[src/rtl/burst_dma_pkg.sv]
package burst_dma_pkg;
  typedef enum logic [1:0] {
    ST_IDLE  = 2'd0,
    ST_WAIT  = 2'd1,
    ST_DUMMY = 2'd2,
    ST_DATA  = 2'd3
  } dma_state_e;
endpackage

[src/rtl/burst_dma_edge.sv]
module burst_dma_edge (
  input  logic clk,
  input  logic rst,
  input  logic req_n,
  output logic req_fall
);
  logic req_q;

  always_ff @(posedge clk) begin
    if (rst) req_q <= 1'b1;
    else     req_q <= req_n;
  end

  // previous sample high, present sample low
  assign req_fall = req_q & ~req_n;
endmodule

[src/rtl/burst_dma_count.sv]
module burst_dma_count #(
  parameter int CNT_W = 16
) (
  input  logic             clk,
  input  logic             rst,
  input  logic             load,
  input  logic [CNT_W-1:0] wdata,
  input  logic             dec,
  output logic [CNT_W:0]   rem,
  output logic             rem_zero,
  output logic             rem_one,
  output logic             xfer_end
);
  localparam int REM_W = CNT_W + 1;
  localparam logic [REM_W-1:0] FULL = {1'b1, {CNT_W{1'b0}}};

  always_ff @(posedge clk) begin
    if (rst) begin
      rem      <= '0;
      xfer_end <= 1'b0;
    end else if (load) begin
      rem      <= (wdata == '0) ? FULL : {1'b0, wdata};
      xfer_end <= 1'b0;
    end else if (dec) begin
      rem <= rem - REM_W'(1);
      if (rem == REM_W'(1)) xfer_end <= 1'b1;
    end
  end

  assign rem_zero = (rem == '0);
  assign rem_one  = (rem == REM_W'(1));
endmodule

[src/rtl/burst_dma_fsm.sv]
module burst_dma_fsm
  import burst_dma_pkg::*;
#(
  parameter int WAIT_CYC = 3
) (
  input  logic       clk,
  input  logic       rst,
  input  logic       req_fall,
  input  logic       halt_req,
  input  logic       rem_zero,
  input  logic       rem_one,
  output dma_state_e state_q,
  output dma_state_e state_nxt,
  output logic       accept,
  output logic       dec,
  output logic       halt_flag
);
  localparam int WAIT_EFF = (WAIT_CYC < 3) ? 3 : WAIT_CYC;
  localparam int WCNT_W   = $clog2(WAIT_EFF);

  logic [WCNT_W-1:0] wcnt;
  logic              halt_stop;

  always_comb begin
    state_nxt = state_q;
    accept    = 1'b0;
    halt_stop = 1'b0;
    case (state_q)
      ST_IDLE: begin
        if (req_fall && !rem_zero) begin
          state_nxt = ST_WAIT;
          accept    = 1'b1;
        end
      end
      ST_WAIT: begin
        if (halt_req) begin
          state_nxt = ST_IDLE;
          halt_stop = 1'b1;
        end else if (wcnt == '0) begin
          state_nxt = ST_DUMMY;
        end
      end
      ST_DUMMY: begin
        if (halt_req) begin
          state_nxt = ST_IDLE;
          halt_stop = 1'b1;
        end else begin
          state_nxt = ST_DATA;
        end
      end
      ST_DATA: begin
        if (rem_one) begin
          state_nxt = ST_IDLE;
        end else if (halt_req) begin
          state_nxt = ST_IDLE;
          halt_stop = 1'b1;
        end
      end
      default: state_nxt = ST_IDLE;
    endcase
  end

  always_ff @(posedge clk) begin
    if (rst) begin
      state_q   <= ST_IDLE;
      wcnt      <= '0;
      halt_flag <= 1'b0;
    end else begin
      state_q <= state_nxt;
      if (accept)
        wcnt <= WCNT_W'(WAIT_EFF - 1);
      else if (state_q == ST_WAIT && wcnt != '0)
        wcnt <= wcnt - WCNT_W'(1);
      if (accept)         halt_flag <= 1'b0;
      else if (halt_stop) halt_flag <= 1'b1;
    end
  end

  assign dec = (state_q == ST_DATA);
endmodule

[src/rtl/burst_dma_out.sv]
module burst_dma_out
  import burst_dma_pkg::*;
(
  input  logic       clk,
  input  logic       rst,
  input  logic       accept,
  input  dma_state_e state_nxt,
  output logic       req_ack,
  output logic       dev_ack,
  output logic       bus_cyc,
  output logic       dummy_cyc
);
  always_ff @(posedge clk) begin
    if (rst) begin
      req_ack   <= 1'b0;
      dev_ack   <= 1'b0;
      bus_cyc   <= 1'b0;
      dummy_cyc <= 1'b0;
    end else begin
      req_ack   <= accept;
      dev_ack   <= (state_nxt == ST_DATA);
      bus_cyc   <= (state_nxt == ST_DATA) || (state_nxt == ST_DUMMY);
      dummy_cyc <= (state_nxt == ST_DUMMY);
    end
  end
endmodule

[src/rtl/burst_dma_seq.sv]
module burst_dma_seq
  import burst_dma_pkg::*;
#(
  parameter int CNT_W    = 16,
  parameter int WAIT_CYC = 3
) (
  input  logic             clk,
  input  logic             rst,
  input  logic             cnt_load,
  input  logic [CNT_W-1:0] cnt_wdata,
  input  logic             xfer_req_n,
  input  logic             halt_nmi,
  input  logic             halt_addr_err,
  output logic             req_ack,
  output logic             dev_ack,
  output logic             bus_cyc,
  output logic             dummy_cyc,
  output logic             xfer_end,
  output logic             halt_flag,
  output logic [CNT_W:0]   rem_cnt
);
  dma_state_e state_q, state_nxt;
  logic req_fall, accept, dec, rem_zero, rem_one, load_ok;

  burst_dma_edge edge_i (
    .clk(clk), .rst(rst), .req_n(xfer_req_n), .req_fall(req_fall)
  );

  // count writes are honoured only while the channel is idle
  assign load_ok = cnt_load && (state_q == ST_IDLE);

  burst_dma_count #(.CNT_W(CNT_W)) count_i (
    .clk(clk), .rst(rst), .load(load_ok), .wdata(cnt_wdata), .dec(dec),
    .rem(rem_cnt), .rem_zero(rem_zero), .rem_one(rem_one),
    .xfer_end(xfer_end)
  );

  burst_dma_fsm #(.WAIT_CYC(WAIT_CYC)) fsm_i (
    .clk(clk), .rst(rst), .req_fall(req_fall),
    .halt_req(halt_nmi | halt_addr_err),
    .rem_zero(rem_zero), .rem_one(rem_one),
    .state_q(state_q), .state_nxt(state_nxt), .accept(accept),
    .dec(dec), .halt_flag(halt_flag)
  );

  burst_dma_out out_i (
    .clk(clk), .rst(rst), .accept(accept), .state_nxt(state_nxt),
    .req_ack(req_ack), .dev_ack(dev_ack), .bus_cyc(bus_cyc),
    .dummy_cyc(dummy_cyc)
  );
endmodule

[config.mk]
export PLATFORM = sky130hd
export DESIGN_NAME = burst_dma_seq
export DESIGN_NICKNAME = d
export VERILOG_FILES = /design/src/rtl/burst_dma_pkg.sv /design/src/rtl/burst_dma_edge.sv /design/src/rtl/burst_dma_count.sv /design/src/rtl/burst_dma_fsm.sv /design/src/rtl/burst_dma_out.sv /design/src/rtl/burst_dma_seq.sv
export SDC_FILE = /design/constraint.sdc
export NUM_CORES = 1
export LEC_CHECK = 0
export BUFFER_PORTS_ARGS = -buffer_cell sky130_fd_sc_hd__buf_4
export CAP_MARGIN = 15
export CORE_UTILIZATION = 55
export CTS_BUF_LIST = sky130_fd_sc_hd__clkbuf_2
export DETAILED_ROUTE_END_ITERATION = 7
export GPL_TIMING_DRIVEN = 1
export PLACE_DENSITY = 0.84
export SYNTH_ARGS = -nofsm -noshare
export SYNTH_HDL_FRONTEND = slang
export SYNTH_HIERARCHICAL = 1
export SYNTH_SLANG_ARGS = --single-unit
[constraint.sdc]
create_clock -name clk -period 4.5 [get_ports clk]
set_input_delay 0.45 -clock clk [delete_from_list [all_inputs] [get_ports clk]]
set_output_delay 0.45 -clock clk [all_outputs]
set_load 0.005 [all_outputs]
==> metrics <==
status complete, no violations; multi-input combinational cell area 962 µm²; Initial Utilization 58.1%; crit path max fanout 7; worst slew pin tran 0.637 ns; initial drt markers 52; xor and xnor area share after synthesis 7.10%; Fillers 201; PnR worst setup slack 1.99 ns; Post-CTS Hold Buffers 0; Syn Area/Cell 9.16 µm²; share of flip-flops with an asynchronous set or reset 0%; Post-DP HPWL 2.70 mm; Fin Clk Skew 0.0180 ns; cts repair resizes 0; synthesis-stage register bit count 28; WL final 3.57 mm; Crit Path Class reg2reg; Worst-Skew Late Latency 0.36 ns; unrepaired setup endpoints after global routing no; critical path's largest stage delay 0.76 ns; P&R area growth vs syn 23.2%; DRT Pass-1 Iters 4; Final Non-Filler Cells 246; Hold Crit Start xfer_req_n; Vias/cell 6.02; reg2reg path depth 7; antenna-violating nets left 0; Final Setup Violations 0; gr usage total 23.7%; share of post-route cells with drive strength above 1 29.3%; Switching Power 0.169 mW; HP Class in2reg; storage element area 561 µm²; CTS Buffer Depth 2; worst path required time 4.81 ns; crit share post-route 55.9%; via count 1481; Max Cap Viol 0; simple-gate portion of the synthesized area 30.6%; Max transition margin 57.3%; ant diodes 0; Crit. End Element flip-flop; Root Driver clkbuf_2; Worst VDD drop 367 µV; GR Overflow Total 0; CTS Buf Count 3; Place WS 2.02 ns; Routed wire per std cell 14.5 µm; endpoint arrival time on the critical path 2.83 ns; primary flip-flop cell chosen by synthesis mapping dfxtp_1; Fin. Hold Viols 0; Final TNS setup 0 ns; Die Y 56.0 µm; Post-Synth Adder-Cell Area 6.25%; routability congestion estimate 0.851; net total in the final layout 246; PortBufs 44; Die W 56.0 µm; syn_nets 205; YS warnings 6; largest family of logic cells by synthesized area simple AND/OR/NAND/NOR gates; CTS tree yes; worst hold stages 2; global-route wire length before repair 5.91 mm; clk slew on worst S/H paths 0.26 ns; worst hold slack 0.284 ns; placed cell count 242; Cell Area, Synth 0.00160 mm²; Power Dens Cells 295 mW/mm²; CTS sink cnt 28; core footprint 0.00276 mm²; flop2flop setup slack 1.99 ns; io pins 45; startpoint type of the worst setup path flip-flop; Reg power frac 49.7%; vias in the first global route 1302; hold path endpoint edge_i/req_q; CP max-delay cell or4_1; total die area 0.00313 mm²; Clock power frac 25.3%; clock period minus worst slack 2.51 ns; Netlist cell types 47; r2r startpoint count_i/rem[6]; H-tree levels 1; register area share after synthesis 35.0%; Mapped Cells 175; Rows 19; max-slew violation count 0; number of synthesized flops with an enable pin 0; worst path cell trace or4_1 -> nor4_2 -> and3_1 -> nor2b_1 -> o22a_2 -> a21oi_1 -> nor3b_1; cell leakage power 0.802 nW; DRC 0; largest net degree at the start of global routing 27; total internal power 0.415 mW; Sw Ratio 28.9%; Final Core Density 71.6%; initial antenna violation count 0; Combinational Power Share 24.9%; # Post-CTS Setup Buffers 0; Synth Area in Compound Gates 14.8%; reg2reg end out_i/dummy_cyc; Fmax 0.398 GHz; proportion of synthesized area in mux cells 1.25%
-- power groups by stage --
stage | sequential, mW | combinational (mW) | clock (mW)
global placement | 0.293 | 0.141 | 0
floorplan | 0.291 | 0.0922 | 0
finish | 0.290 | 0.145 | 0.148
detailed placement | 0.294 | 0.144 | 0
global route | 0.293 | 0.159 | 0.161
CTS | 0.290 | 0.145 | 0.152
-- cell families after synthesis --
| family | Yosys count |
|---|---|
| compound gates | 34 |
| fa+ha+maj | 8 |
| xor+xnor | 13 |
| mux | 2 |
| simple gates | 72 |
| buf+inv | 18 |
| flops | 28 |
-- through the flow --
step	power [mW]	instance area, µm²
floorplan	0.384	1600
global placement	0.433	1930
global route	0.613	1970
CTS	0.586	1970
finish	0.583	1970
detailed placement	0.438	1930
-- Yosys cell counts (2+ instances only) --
cell | number | area (µm²)
dfxtp_1 | 28 | 561
nor2_1 | 15 | 56.3
a211oi_1 | 14 | 105
xnor2_1 | 11 | 96.3
inv_1 | 9 | 33.8
ha_1 | 8 | 100
nor3_1 | 7 | 35.0
o21ai_0 | 7 | 35.0
nor4_1 | 6 | 37.5
clkbuf_1 | 5 | 18.8
nor2b_1 | 5 | 31.3
nor4_2 | 5 | 62.6
a21oi_1 | 4 | 20.0
nand2_1 | 4 | 15.0
and3_1 | 3 | 18.8
or3_1 | 3 | 18.8
and2b_1 | 2 | 15.0
and2b_2 | 2 | 17.5
mux2i_1 | 2 | 20.0
nor3b_1 | 2 | 15.0
nor4_4 | 2 | 42.5
or2_1 | 2 | 12.5
or2_2 | 2 | 12.5
or3b_1 | 2 | 17.5
or4_1 | 2 | 15.0
xor2_1 | 2 | 17.5
-- final cells by class --
cell class                      count  share of cell area, %
Timing Repair Buffer               44                   16.7
Sequential cell                    28                   28.4
Inverter                           10                   1.90
Clock buffer                        3                  0.760
Multi-Input combinational cell    129                   48.7
Tap cell                           31                   1.96
Clock inverter                      1                   1.52
-- flip-flops by register name (all words and copies together), names as in the netlist --
name and flops:
count_i/rem 17, fsm_i/wcnt 2, out_i/bus_cyc 1, out_i/dummy_cyc 1, edge_i/req_q 1, fsm_i/halt_flag 1, out_i/dev_ack 1, fsm_i/state_q 2
count_i/xfer_end 1, out_i/req_ack 1
-- worst max-delay path by stage --
stage	from	endpoint	depth (start not counted)
after floorplan	count_i/rem[6]	out_i/dev_ack	8
after detailed placement	cnt_load	count_i/rem[16]	6
final	count_i/rem[6]	out_i/dummy_cyc	7
after global placement	count_i/rem[6]	out_i/dummy_cyc	7
after global routing	count_i/rem[6]	out_i/dummy_cyc	7
after CTS	count_i/rem[6]	out_i/dummy_cyc	7
-- cells in the final DEF (no fill, tap or decap), drive strengths merged, types with 2 or more instances in the layout --
| master | count |
|---|---|
| nor3b | 3 |
| and3 | 3 |
| nor2b | 5 |
| o21ai | 7 |
| a21oi | 4 |
| or3b | 2 |
| xor2 | 2 |
| nor4 | 13 |
| nand2 | 4 |
| a211oi | 14 |
| xnor2 | 11 |
| nor3 | 7 |
| nor2 | 15 |
| or2 | 4 |
| or4 | 3 |
| mux2i | 2 |
| and2b | 4 |
| ha | 8 |
| buf | 44 |
| or3 | 3 |
| inv | 9 |
| dfxtp | 28 |
| clkbuf | 3 |
-- per-layer routing --
| layer | GRT usage, % | vias up | share of wire, % | wire length, µm |
|---|---|---|---|---|
| li1 | - | 713 | - | - |
| met1 | 33.4 | 701 | 46 | 1640 |
| met2 | 35.9 | 61 | 46 | 1640 |
| met3 | 5.35 | 6 | 6.9 | 248 |
| met4 | 7.67 | 0 | 1.1 | 40 |
| met5 | 0 | - | 0 | 0 |
-- worst max-delay path: cells and delay by family (launching register included) --
family          cells  cell delay (ns)
simple gates        5             1.67
compound gates      2             0.37
flops               1             0.43
Power figures use the tool's default switching activity.
